$ cat src/rtl/wake_route_pkg.sv
package wake_route_pkg;
  localparam int ADDR_W = 12;

  typedef enum logic [2:0] {
    MODE_LVL_LO = 3'd0,
    MODE_LVL_HI = 3'd1,
    MODE_FALL   = 3'd2,
    MODE_RISE   = 3'd3,
    MODE_OFF    = 3'd4,
    MODE_ANY    = 3'd6
  } mode_e;

  localparam logic [ADDR_W-1:0] OFF_STATUS = 12'h310;
  localparam logic [ADDR_W-1:0] OFF_ENABLE = 12'h314;
  localparam logic [ADDR_W-1:0] OFF_CLEAR  = 12'h318;
  localparam logic [ADDR_W-1:0] OFF_ROUTE  = 12'h31C;
  localparam logic [ADDR_W-1:0] OFF_CFG0   = 12'h330;

  localparam int ROUTE_PIN_EXT  = 8;
  localparam int ROUTE_PER_WAKE = 16;
  localparam int ROUTE_PIN_WAKE = 24;

  function automatic logic [ADDR_W-1:0] cfg_addr(input int n, input bit aux);
    return OFF_CFG0 + ADDR_W'(8 * n) + (aux ? ADDR_W'(4) : ADDR_W'(0));
  endfunction
endpackage

$ cat src/rtl/wake_pin_sync.sv
module wake_pin_sync #(
  parameter int W = 4
) (
  input  logic         clk_i,
  input  logic         rst_ni,
  input  logic [W-1:0] pin_i,
  output logic [W-1:0] pin_o
);
  logic [W-1:0] stg1_q, stg2_q;

  always_ff @(posedge clk_i or negedge rst_ni) begin
    if (!rst_ni) begin
      stg1_q <= '0;
      stg2_q <= '0;
    end else begin
      stg1_q <= pin_i;
      stg2_q <= stg1_q;
    end
  end

  assign pin_o = stg2_q;
endmodule

$ cat src/rtl/wake_pin_detect.sv
module wake_pin_detect
  import wake_route_pkg::*;
(
  input  logic       clk_i,
  input  logic       rst_ni,
  input  logic       smp_i,
  input  logic [2:0] mode_i,
  input  logic       hold_i,
  output logic       hit_o
);
  logic prev_q;
  logic rise, fall;

  always_ff @(posedge clk_i or negedge rst_ni) begin
    if (!rst_ni) prev_q <= 1'b0;
    else         prev_q <= smp_i;
  end

  assign rise = smp_i & ~prev_q;
  assign fall = ~smp_i & prev_q;

  always_comb begin
    hit_o = 1'b0;
    if (!hold_i) begin
      case (mode_i)
        MODE_LVL_LO: hit_o = ~smp_i;
        MODE_LVL_HI: hit_o = smp_i;
        MODE_FALL:   hit_o = fall;
        MODE_RISE:   hit_o = rise;
        MODE_ANY:    hit_o = rise | fall;
        default:     hit_o = 1'b0;
      endcase
    end
  end

  AST_EDGE_SINGLE: assert property (@(posedge clk_i) disable iff (!rst_ni)
    (mode_i == MODE_RISE && hit_o) |=> (!hit_o || mode_i != MODE_RISE));
endmodule

$ cat src/rtl/wake_route_ctrl.sv
module wake_route_ctrl
  import wake_route_pkg::*;
#(
  parameter int NUM_WAKE  = 4,
  parameter int NUM_PERIP = 3
) (
  input  logic                 clk_i,
  input  logic                 rst_ni,
  input  logic                 wr_en_i,
  input  logic                 rd_en_i,
  input  logic [ADDR_W-1:0]    addr_i,
  input  logic [31:0]          wdata_i,
  output logic [31:0]          rdata_o,
  input  logic [NUM_WAKE-1:0]  wake_pin_i,
  input  logic [NUM_PERIP-1:0] perip_evt_i,
  output logic                 wake_irq_o,
  output logic [NUM_WAKE-1:0]  pin_irq_o,
  output logic [NUM_PERIP-1:0] perip_irq_o,
  output logic                 sys_wake_o
);
  localparam logic [31:0] PIN_ONES = (32'd1 << NUM_WAKE) - 32'd1;
  localparam logic [31:0] PER_ONES = (32'd1 << NUM_PERIP) - 32'd1;
  localparam logic [31:0] ROUTE_MASK = PER_ONES | (PIN_ONES << ROUTE_PIN_EXT)
                                     | (PER_ONES << ROUTE_PER_WAKE)
                                     | (PIN_ONES << ROUTE_PIN_WAKE);

  logic [NUM_WAKE-1:0] sync_pin, hit, status_q, enable_q, hold_q, clr_mask;
  logic [2:0]          mode_q [NUM_WAKE];
  logic [31:0]         aux_q  [NUM_WAKE];
  logic [31:0]         route_q;
  logic                wr_status, wr_enable, wr_clear, wr_route;
  logic [NUM_WAKE-1:0] wr_cfg, wr_aux;

  wake_pin_sync #(.W(NUM_WAKE)) u_sync (
    .clk_i (clk_i),
    .rst_ni(rst_ni),
    .pin_i (wake_pin_i),
    .pin_o (sync_pin)
  );

  assign wr_status = wr_en_i && addr_i == OFF_STATUS;
  assign wr_enable = wr_en_i && addr_i == OFF_ENABLE;
  assign wr_clear  = wr_en_i && addr_i == OFF_CLEAR;
  assign wr_route  = wr_en_i && addr_i == OFF_ROUTE;
  assign clr_mask  = wr_clear ? wdata_i[NUM_WAKE-1:0] : '0;

  for (genvar n = 0; n < NUM_WAKE; n++) begin : g_pin
    assign wr_cfg[n] = wr_en_i && addr_i == cfg_addr(n, 1'b0);
    assign wr_aux[n] = wr_en_i && addr_i == cfg_addr(n, 1'b1);

    wake_pin_detect u_det (
      .clk_i (clk_i),
      .rst_ni(rst_ni),
      .smp_i (sync_pin[n]),
      .mode_i(mode_q[n]),
      .hold_i(hold_q[n]),
      .hit_o (hit[n])
    );

    always_ff @(posedge clk_i or negedge rst_ni) begin
      if (!rst_ni) begin
        mode_q[n] <= MODE_OFF;
        hold_q[n] <= 1'b0;
        aux_q[n]  <= '0;
      end else begin
        if (wr_cfg[n]) begin
          mode_q[n] <= wdata_i[3:1];
          hold_q[n] <= wdata_i[4];
        end
        if (wr_aux[n]) aux_q[n] <= wdata_i;
      end
    end

    AST_CLEAR_TAKES: assert property (@(posedge clk_i) disable iff (!rst_ni)
      (wr_clear && wdata_i[n] && !hit[n]) |=> !status_q[n]);
    AST_LEVEL_RESET: assert property (@(posedge clk_i) disable iff (!rst_ni)
      (mode_q[n] == MODE_LVL_HI && sync_pin[n] && !hold_q[n]) |=> status_q[n]);
    AST_HOLD_QUIET: assert property (@(posedge clk_i) disable iff (!rst_ni)
      (hold_q[n] && !status_q[n]) |=> !status_q[n]);
  end

  always_ff @(posedge clk_i or negedge rst_ni) begin
    if (!rst_ni) begin
      status_q <= '0;
      enable_q <= '0;
      route_q  <= '0;
    end else begin
      // detection wins over a same-cycle clear
      status_q <= (status_q & ~clr_mask) | hit;
      if (wr_enable) enable_q <= wdata_i[NUM_WAKE-1:0];
      if (wr_route)  route_q  <= wdata_i & ROUTE_MASK;
    end
  end

  always_comb begin
    rdata_o = '0;
    if (rd_en_i) begin
      if (addr_i == OFF_STATUS) rdata_o = 32'(status_q);
      if (addr_i == OFF_ENABLE) rdata_o = 32'(enable_q);
      if (addr_i == OFF_ROUTE)  rdata_o = route_q;
      for (int n = 0; n < NUM_WAKE; n++) begin
        if (addr_i == cfg_addr(n, 1'b0)) rdata_o = {27'd0, hold_q[n], mode_q[n], sync_pin[n]};
        if (addr_i == cfg_addr(n, 1'b1)) rdata_o = aux_q[n];
      end
    end
  end

  assign wake_irq_o  = |(status_q & enable_q);
  assign pin_irq_o   = status_q & route_q[ROUTE_PIN_EXT +: NUM_WAKE];
  assign perip_irq_o = perip_evt_i & route_q[0 +: NUM_PERIP];
  assign sys_wake_o  = |(status_q & route_q[ROUTE_PIN_WAKE +: NUM_WAKE])
                     | |(perip_evt_i & route_q[ROUTE_PER_WAKE +: NUM_PERIP]);

  AST_STATUS_RO: assert property (@(posedge clk_i) disable iff (!rst_ni)
    (wr_status && hit == '0) |=> $stable(status_q));
endmodule

$ cat config.mk
export PLATFORM = sky130hd
export DESIGN_NAME = wake_route_ctrl
export DESIGN_NICKNAME = d
export VERILOG_FILES = /design/src/rtl/wake_route_pkg.sv /design/src/rtl/wake_pin_sync.sv /design/src/rtl/wake_pin_detect.sv /design/src/rtl/wake_route_ctrl.sv
export SDC_FILE = /design/constraint.sdc
export NUM_CORES = 1
export LEC_CHECK = 0
export ABC_CLOCK_PERIOD_IN_PS = 3750
export CAP_MARGIN = 0
export CORE_MARGIN = 2
export CORE_UTILIZATION = 30
export DETAILED_ROUTE_END_ITERATION = 8
export GPL_TIMING_DRIVEN = 0
export SLEW_MARGIN = 40
export SYNTH_ARGS = -nofsm -noshare
export SYNTH_HDL_FRONTEND = slang
export SYNTH_HIERARCHICAL = 1
export SYNTH_SLANG_ARGS = --single-unit
$ cat constraint.sdc
create_clock -name clk_i -period 3.75 [get_ports clk_i]
set_input_delay 0.5625 -clock clk_i [delete_from_list [all_inputs] [get_ports clk_i]]
set_output_delay 0.5625 -clock clk_i [all_outputs]
set_load 0.02 [all_outputs]
==> results of run 1 <==
==> power breakdown <==
group          internal (W)  switching (W)  total (W)
Clock              0.000960       0.000883    0.00184
Sequential          0.00193      0.0000108    0.00194
Combinational      0.000102       0.000145   0.000248
Total               0.00299        0.00104    0.00403
==> how the worst min path moves through the flow <==
stage | from | to | slack (ns)
floorplan | rst_ni | aux_q[0] | 0.27
global placement | u_sync/stg1_q[1] | u_sync/pin_o[1] | 0.33
detailed placement | u_sync/stg1_q[2] | u_sync/pin_o[2] | 0.34
CTS | rst_ni | u_sync/stg1_q[2] | 0.06
global route | rst_ni | u_sync/stg1_q[2] | 0.07
finish | rst_ni | u_sync/stg1_q[2] | 0.04
==> synth_stat cells, drive strengths merged, types with 5 or more instances <==
master  count
a21oi       9
a222oi      6
a22oi      22
a31oi       5
and2        9
and3        9
buf        34
clkbuf      7
dfrtp     174
ha          8
inv        12
mux2      177
mux2i      26
mux4        5
nand2      23
nand3      10
nand3b      6
nor2       25
nor3        6
o211ai      5
o21ai      27
==> kinds of logic (layout without fill, tap and decap cells) <==
logic type                 Yosys count  after routing  share of synthesized area (%)
and+or+nand+nor                    119            119                           8.18
muxes                              208            208                           27.7
adders and majority gates            8              8                           1.17
other                                0              1                              0
buffers and inverters               53            180                           2.96
AOI/OAI and AO/OA                   98             98                           7.83
DFF                                178            178                           52.2
==> cell type report <==
cell class / count / area (µm²) / share of cell area (%)
clock buffer: 17 / 425 / 3.96
clock inverter: 15 / 193 / 1.79
timing repair buffer: 96 / 991 / 9.23
tap: 378 / 473 / 4.41
inverter: 12 / 45.0 / 0.420
buffer: 40 / 243 / 2.26
multi-input combinational: 433 / 3910 / 36.4
antenna: 1 / 2.50 / 0.0233
sequential: 178 / 4460 / 41.5
==> critical path: cells and delay by family <==
kind / cells / cell delay, ns
buf+inv: 6 / 2.01
compound gates: 2 / 0.52
==> flip-flops by register name, summed over array words and instances, names as in the netlist <==
register and cells:
aux_q 128, route_q 14, u_sync/stg1_q 4, u_sync/pin_o 4
enable_q 4, g_pin.u_det/prev_q 4, status_q 4, mode_q 12
hold_q 4
==> metrics by stage <==
stage | area (µm²) | cells | utilization (%)
3_5_place_dp | 10000 | 1136 | 35.8
2_1_floorplan | 8550 | 664 | -
6_report | 10700 | 1170 | 38.4
3_3_place_gp | 9940 | 1134 | 35.6
4_1_cts | 10700 | 1168 | 38.3
5_1_grt | 10700 | 1170 | 38.4
==> layer usage <==
| layer | vias up | GRT usage (%) | share of wire, % |
|---|---|---|---|
| li1 | 2689 | - | - |
| met5 | - | 0 | 0.045 |
| met3 | 46 | 4.11 | 5.7 |
| met2 | 196 | 26.7 | 47 |
| met4 | 2 | 6.14 | 2.8 |
| met1 | 3115 | 22.1 | 45 |
==> what timing repair did <==
item,4_1_cts,5_1_grt
gates cloned,0,0
resized for setup,44,33
setup buffers,1,1
pin swaps,1,1
setup endpoints to repair,32,21
==> placed cells by master, fill, tap and decap left out, types with 8 or more instances in the layout <==
master	instances
mux2_1	8
a22oi_1	22
buf_2	20
clkdlybuf4s50_1	60
and2_1	8
o21ai_0	27
clkbuf_16	17
mux2_2	169
dlygate4sd2_1	12
ha_1	8
dlymetal6s2s_1	12
mux2i_1	26
a21oi_1	9
nand2_1	23
dfrtp_1	174
nor2_1	22
and3_1	9
inv_1	12
==> impl_metrics.yaml, run 1 <==
global_routing:
  grt_pass1_wl_um: 38300
  grt_use_total_pct: 16.7
  antenna_found_initial: 2
  grt_overflow: 0
  grt_max_degree: 75
  grt_pass1_vias: 6321
timing:
  fin_setup_tns_ns: 0
  slew_headroom_pct: 59.9
  setup_ws_ns: 0.0878
  finalSetupViolCount: 0
  fin_crit_sh_pct: 97.7
  hold_slack_ns: 0.0374
  slew_violations: 0
  clock_skew_ns: 0.00556
  fmax_mhz: 273
  final-hold-violation-count: 0
  worstMarginPinSlew_ns: 0.600
  min_period_ns: 3.66
  grt_setup_unrepaired: "no"
cts:
  cts.sinks: 178
  cts_buffer_depth: 2
  worstSkewPairLatency_ns: 0.44
  htree_levels: 4
  ctsHoldBuffers: 0
  tritoncts: "yes"
  cts_buffers: 17
  path_clk_slew_ns: 0.07
  cts_root_buffer: "clkbuf_16"
worst_setup_path:
  crit_path_start_kind: "input port"
  worst-r2r-cell-count: 6
  r2r_slack_ns: 2.23
  required_ns: 3.19
  critPathMaxFanout: 10
  arrival_ns: 3.10
  worst_r2r_endpoint: "status_q[1]"
  endpoint_kind: "output port"
  crit_end: "rdata_o[2]"
  crit_chain: "clkdlybuf4s50_1, clkbuf_4, buf_4, buf_6, buf_4, o21ai_0, a311oi_2, dlygate4sd2_1"
  crit_type: "in -> out"
  crit_start: "addr_i[3]"
  r2r_start: "u_sync/pin_o[1]"
  slowest_stage: "clkdlybuf4s50_1"
  cpPeakStageDelay_ns: 0.59
  cpMostUsedCell: "buf_4"
pwr:
  peakVddDrop_mv: 0.233
  total_power_w: 0.00403
  leakage_nw: 5.22
  power_density_nw_per_um2: 376
outcome:
  status: "complete, no violations"
yosys:
  yosysTopAreaCellShare_pct: 50.9
  syn_avg_cell_area_um2: 12.9
  yosysTopAreaCell: "dfrtp_1"
  ys_ff_latch: 178
  ys_seq_area_share_pct: 52.2
  yosysWarnings: 6
  synthCells: 664
  synth.distinct_cells: 52
  synth_edf_count: 0
  synth_ff_type: "dfrtp_1"
  async_flop_share_pct: 100
  synth_nets: 727
  synth.area.top_cells: "dfrtp_1 (51%), mux2_2 (22%), mux2i_1 (3.0%)"
  synthesis.area_um2: 8550
routing:
  routed_via_density: 5.17
  drc: 0
  vias: 6048
  drt_iter0_drc: 501
  wl_um: 24300
  wl_per_cell_um: 20.8
  drt-pass1-iter-count: 5
  drtAntennaViolNets: 0
final_layout:
  syn_to_final_growth_pct: 25.6
  n_fill_cell: 2711
  drive_gt1_share_pct: 34.6
  fin_nets: 841
place:
  dpl_worst_slack_ns: -0.759
  post-dp-hpwl_um: 17100
  gp_congestion: 0.888
  port_buffers: 92
floorplanning:
  die_y_um: 173
  rows: 61
  dieArea_um2: 29900
  start_util_pct: 30.6
  die_w_um: 173
  core_area_um2: 27900
  boundaryPins: 96
flow_run:
  maxCapViolCount: 0
min_path:
  min_path_type: "in -> async"
No activity file was read; power rests on OpenSTA's default activity.
==> run 2: changes to the inputs <==
- CORE_MARGIN: 2 -> unset
==> impl_metrics.yaml, run 2 (synthesized netlist as in run 1, its figures left out) <==
worst_setup_path:
  required_ns: 3.19
  critPathBufInv: 6
  worst_r2r_endpoint: "status_q[3]"
  cpPeakStageDelay_ns: 0.59
  arrival_ns: 3.09
  r2r_start: "u_sync/pin_o[3]"
  critPathMaxFanout: 10
  endpoint_kind: "output port"
  slowest_stage: "clkdlybuf4s50_1"
  worst-r2r-cell-count: 5
  crit_family: "buffers and inverters"
  crit_path_start_kind: "input port"
  crit_chain: "clkdlybuf4s50_1, buf_2, buf_4, buf_4, buf_6, o21ai_0, a311oi_2, dlygate4sd2_1"
  crit_type: "in -> out"
  cpMostUsedCell: "buf_4"
  r2r_slack_ns: 2.33
pwr:
  total_power_w: 0.00389
  power_density_nw_per_um2: 365
  peakVddDrop_mv: 0.186
  leakage_nw: 5.20
global_routing:
  antenna_found_initial: 1
  grt_pass1_vias: 6114
  grt_pass1_wl_um: 36700
  grt_max_degree: 63
  grt_use_total_pct: 17.1
  grt_overflow: 0
cts:
  cts.sinks: 178
  path_clk_slew_ns: 0.07
  htree_levels: 4
  cts_buffers: 17
  worstSkewPairLatency_ns: 0.43
  cts_root_buffer: "clkbuf_16"
  tritoncts: "yes"
  cts_buffer_depth: 2
routing:
  drt-pass1-iter-count: 5
  wl_per_cell_um: 20.2
  vias: 5956
  drtAntennaViolNets: 0
  drc: 0
  routed_via_density: 5.10
  wl_um: 23600
  drt_iter0_drc: 414
final_layout:
  diodes: 0
  top_regs: "aux_q: 128 flops, route_q: 14 flops, mode_q: 12 flops"
  drive_gt1_share_pct: 33.8
  fin_nets: 840
  top_register: "aux_q"
  layout_commonest_cell: "dfrtp_1"
  instances_no_fill: 1167
  largest_reg_flops: 128
  fin_area_um2: 10700
  final_cell_mix: "dfrtp_1 (174), mux2_2 (169), clkdlybuf4s50_1 (58), mux2i_1 (26), o21ai_0 (26)"
  syn_to_final_growth_pct: 24.7
floorplanning:
  die_y_um: 171
  core_area_um2: 27900
  rows: 61
  dieArea_um2: 29200
  die_w_um: 171
  boundaryPins: 96
  start_util_pct: 30.6
timing:
  finalSetupViolCount: 0
  final-hold-violation-count: 0
  grt_setup_unrepaired: "no"
  slew_headroom_pct: 51.4
  fin_crit_sh_pct: 97.4
  fmax_mhz: 274
  worstMarginPinSlew_ns: 0.723
  min_period_ns: 3.65
  slew_violations: 0
  clock_skew_ns: 0.00942
place:
  placed_cells: 1136
  port_buffers: 92
  gp_congestion: 0.916
  post_dp_cell_area_um2: 10000
  post-dp-hpwl_um: 17000
min_path:
  min_path_type: "in -> async"
flow_run:
  maxCapViolCount: 0
outcome:
  status: "complete, no violations"
==> run 2: where the power goes <==
group	switching (W)	leakage, nW	total, W	internal [W]
Sequential	0.0000104	2.42	0.00194	0.00193
Clock	0.000813	0.269	0.00170	0.000890
Combinational	0.000144	2.50	0.000245	0.000102
==> run 2: area by class of cell <==
class	count	area [µm²]
multi-input combinational	433	3900
buffer	40	240
fill	2744	17300
sequential	178	4460
clock inverter	13	119
timing repair buffer	95	981
tap	378	473
inverter	12	45.0
clock buffer	18	439
==> run 2: worst reg2reg max path, stage by stage, from the launching register on <==
cell      delay [ns]
dfrtp_1         0.46
ha_1            0.24
mux2_1          0.29
nand3b_1        0.08
a31oi_1         0.08
a21o_1          0.15
==> run 2: per-stage QoR <==
step           TNS (ns)  setup slack (ns)  util [%]  hold slack, ns
6_report              0            0.0969      38.1          0.0528
5_1_grt               0          0.000458      38.1          0.0947
4_1_cts               0            0.0349      38.0          0.0682
3_5_place_dp     -15.64            -0.789      35.8           0.338
3_3_place_gp    -988.07             -5.53      35.6           0.334
2_1_floorplan         0             0.938         -           0.267
==> run 2: repair_timing <==
action                                  CTS  global route
resized for setup                        48            17
setup buffers                             1             0
endpoints found under the setup margin   32            14
pin swaps                                 1             0
hold buffers                              0             0
==> run 2: worst max-delay path by stage <==
stage / slack [ns] / from / to / depth (start not counted)
floorplan: 0.94 / addr_i[6] / rdata_o[2] / 4
global placement: -5.53 / rst_ni / aux_q[76] / 1
detailed placement: -0.79 / addr_i[5] / rdata_o[22] / 9
CTS: 0.03 / addr_i[4] / rdata_o[13] / 8
global route: 0.0005 / addr_i[3] / rdata_o[2] / 8
finish: 0.1 / addr_i[3] / rdata_o[3] / 8
==> run 2: routing by layer <==
layer | part of all wire, % | up-vias | track usage (%)
li1 | - | 2698 | -
met1 | 47 | 3028 | 23.9
met2 | 45 | 197 | 26.3
met3 | 6.3 | 33 | 3.65
met4 | 2.0 | 0 | 5.56
met5 | 0 | - | 0
==> run 3: changes to the inputs <==
- SLEW_MARGIN: 40 -> unset
==> impl_metrics.yaml, run 3 (synthesized netlist as in run 1, its figures left out) <==
outcome:
  status: "complete, no violations"
routing:
  wl_um: 24000
  routed_via_density: 5.11
  wl_per_cell_um: 20.5
  vias: 5966
  drc: 0
  drt_iter0_drc: 426
  drtAntennaViolNets: 0
  drt-pass1-iter-count: 5
cts:
  cts_root_buffer: "clkbuf_16"
  tritoncts: "yes"
  cts.sinks: 178
  path_clk_slew_ns: 0.06
  cts_buffers: 17
  worstSkewPairLatency_ns: 0.43
  cts_buffer_depth: 2
  htree_levels: 4
global_routing:
  grt_overflow: 0
  grt_use_total_pct: 17.2
  grt_pass1_wl_um: 36800
  antenna_found_initial: 1
  grt_pass1_vias: 6100
  grt_max_degree: 117
place:
  post-dp-hpwl_um: 16900
  port_buffers: 92
  gp_congestion: 0.916
  post_dp_cell_area_um2: 9970
  dpl_worst_slack_ns: -0.776
timing:
  min_period_ns: 3.74
  fin_setup_tns_ns: 0
  fmax_mhz: 267
  slew_violations: 0
  setup_ws_ns: 0.00704
  finalSetupViolCount: 0
  grt_setup_unrepaired: "yes"
  worstMarginPinSlew_ns: 1.03
  clock_skew_ns: 0.00694
  slew_headroom_pct: 30.5
  final-hold-violation-count: 0
  fin_crit_sh_pct: 99.8
final_layout:
  drive_gt1_share_pct: 33.7
  utilization_pct: 38.1
  fin_nets: 839
  layout_commonest_cell: "dfrtp_1"
  syn_to_final_growth_pct: 24.5
  largest_reg_flops: 128
  final_cell_mix: "dfrtp_1 (174), mux2_2 (169), clkdlybuf4s50_1 (59), mux2i_1 (26), o21ai_0 (26)"
  diodes: 0
  top_register: "aux_q"
  top_regs: "aux_q: 128 flops, route_q: 14 flops, mode_q: 12 flops"
  fin_area_um2: 10600
pwr:
  peakVddDrop_mv: 0.284
  power_density_nw_per_um2: 373
  leakage_nw: 5.17
flow_run:
  maxCapViolCount: 0
floorplanning:
  boundaryPins: 96
  die_w_um: 171
  dieArea_um2: 29200
  start_util_pct: 30.6
  die_y_um: 171
  core_area_um2: 27900
  rows: 61
worst_setup_path:
  critPathMaxFanout: 8
  cpPeakStageDelay_ns: 0.64
  critPathBufInv: 3
  required_ns: 3.19
  crit_start: "addr_i[4]"
  crit_type: "in -> out"
  slowest_stage: "clkdlybuf4s50_1"
  crit_family: "buffers and inverters"
  r2r_start: "u_sync/pin_o[3]"
  endpoint_kind: "output port"
  arrival_ns: 3.18
  crit_chain: "clkdlybuf4s50_1, and4bb_4, and3_1, buf_2, and2_2, a222oi_1, nor2_1, clkdlybuf4s50_1"
  crit_path_start_kind: "input port"
  cpMostUsedCell: "clkdlybuf4s50_1"
min_path:
  min_path_type: "in -> async"
## run 3: changes by cell type in the layout (fill, tap and decap cells not counted), moves of 2 or more
| cell | delta |
|---|---|
| clkinvlp_4 | -2 |
| clkinv_4 | +3 |
| inv_8 | -4 |
| dlymetal6s2s_1 | -2 |
| inv_6 | +2 |
## run 3: metrics by stage
stage / hold slack, ns / std cells / power, W
6_report: 0.0743 / 1167 / 0.00397
5_1_grt: 0.103 / 1167 / 0.00410
4_1_cts: 0.0782 / 1167 / 0.00400
3_5_place_dp: 0.338 / 1135 / 0.00222
3_3_place_gp: 0.334 / 1134 / 0.00222
2_1_floorplan: 0.267 / 664 / 0.00206
## run 3: layout make-up
| class | count | area [µm²] |
|---|---|---|
| fillers | 2776 | 17300 |
| flip-flops and latches | 178 | 4460 |
| multi-input cells | 433 | 3900 |
| repair buffers | 94 | 943 |
| well taps | 378 | 473 |
| clock buffers | 19 | 443 |
| plain buffers | 40 | 238 |
| clock inverters | 13 | 144 |
| inverters | 12 | 45.0 |
## run 3: timing repair
action / in CTS / in global routing
setup endpoints to repair: 32 / 17
pin swaps: 1 / 1
resized for setup: 48 / 19
buffers inserted: 1 / 0
hold buffers: 0 / 0
## run 3: worst paths after layout
check	to	slack, ns	depth (start not counted)
setup / recovery	rdata_o[8]	0.007	8
hold / removal	u_sync/stg1_q[2]	0.07	1
setup reg to reg	status_q[3]	2.33	5
hold reg to reg	u_sync/pin_o[2]	0.35	0
max in group asynchronous	aux_q[49]	2.74	2
min in group clk_i	u_sync/pin_o[2]	0.35	0
## run 3: worst reg2reg max path, cell delays in order (launching register included)
cell and delay (ns):
dfrtp_1 0.46, ha_1 0.24, mux2_1 0.29, nand3b_1 0.08
a31oi_1 0.08, a21o_1 0.15
## run 3: layer usage
layer,share of wire (%),up-vias,GRT usage [%]
met3,5.0,30,3.54
met1,48,3084,24.3
li1,-,2691,-
met5,0,-,0
met4,1.7,0,5.76
met2,45,161,26.1
## run 3: power by group
part	switching, W	internal (W)	leakage [nW]
clock network	0.000821	0.000958	0.284
logic	0.000146	0.0000990	2.46
registers	0.0000105	0.00193	2.42
total	0.000977	0.00299	5.17
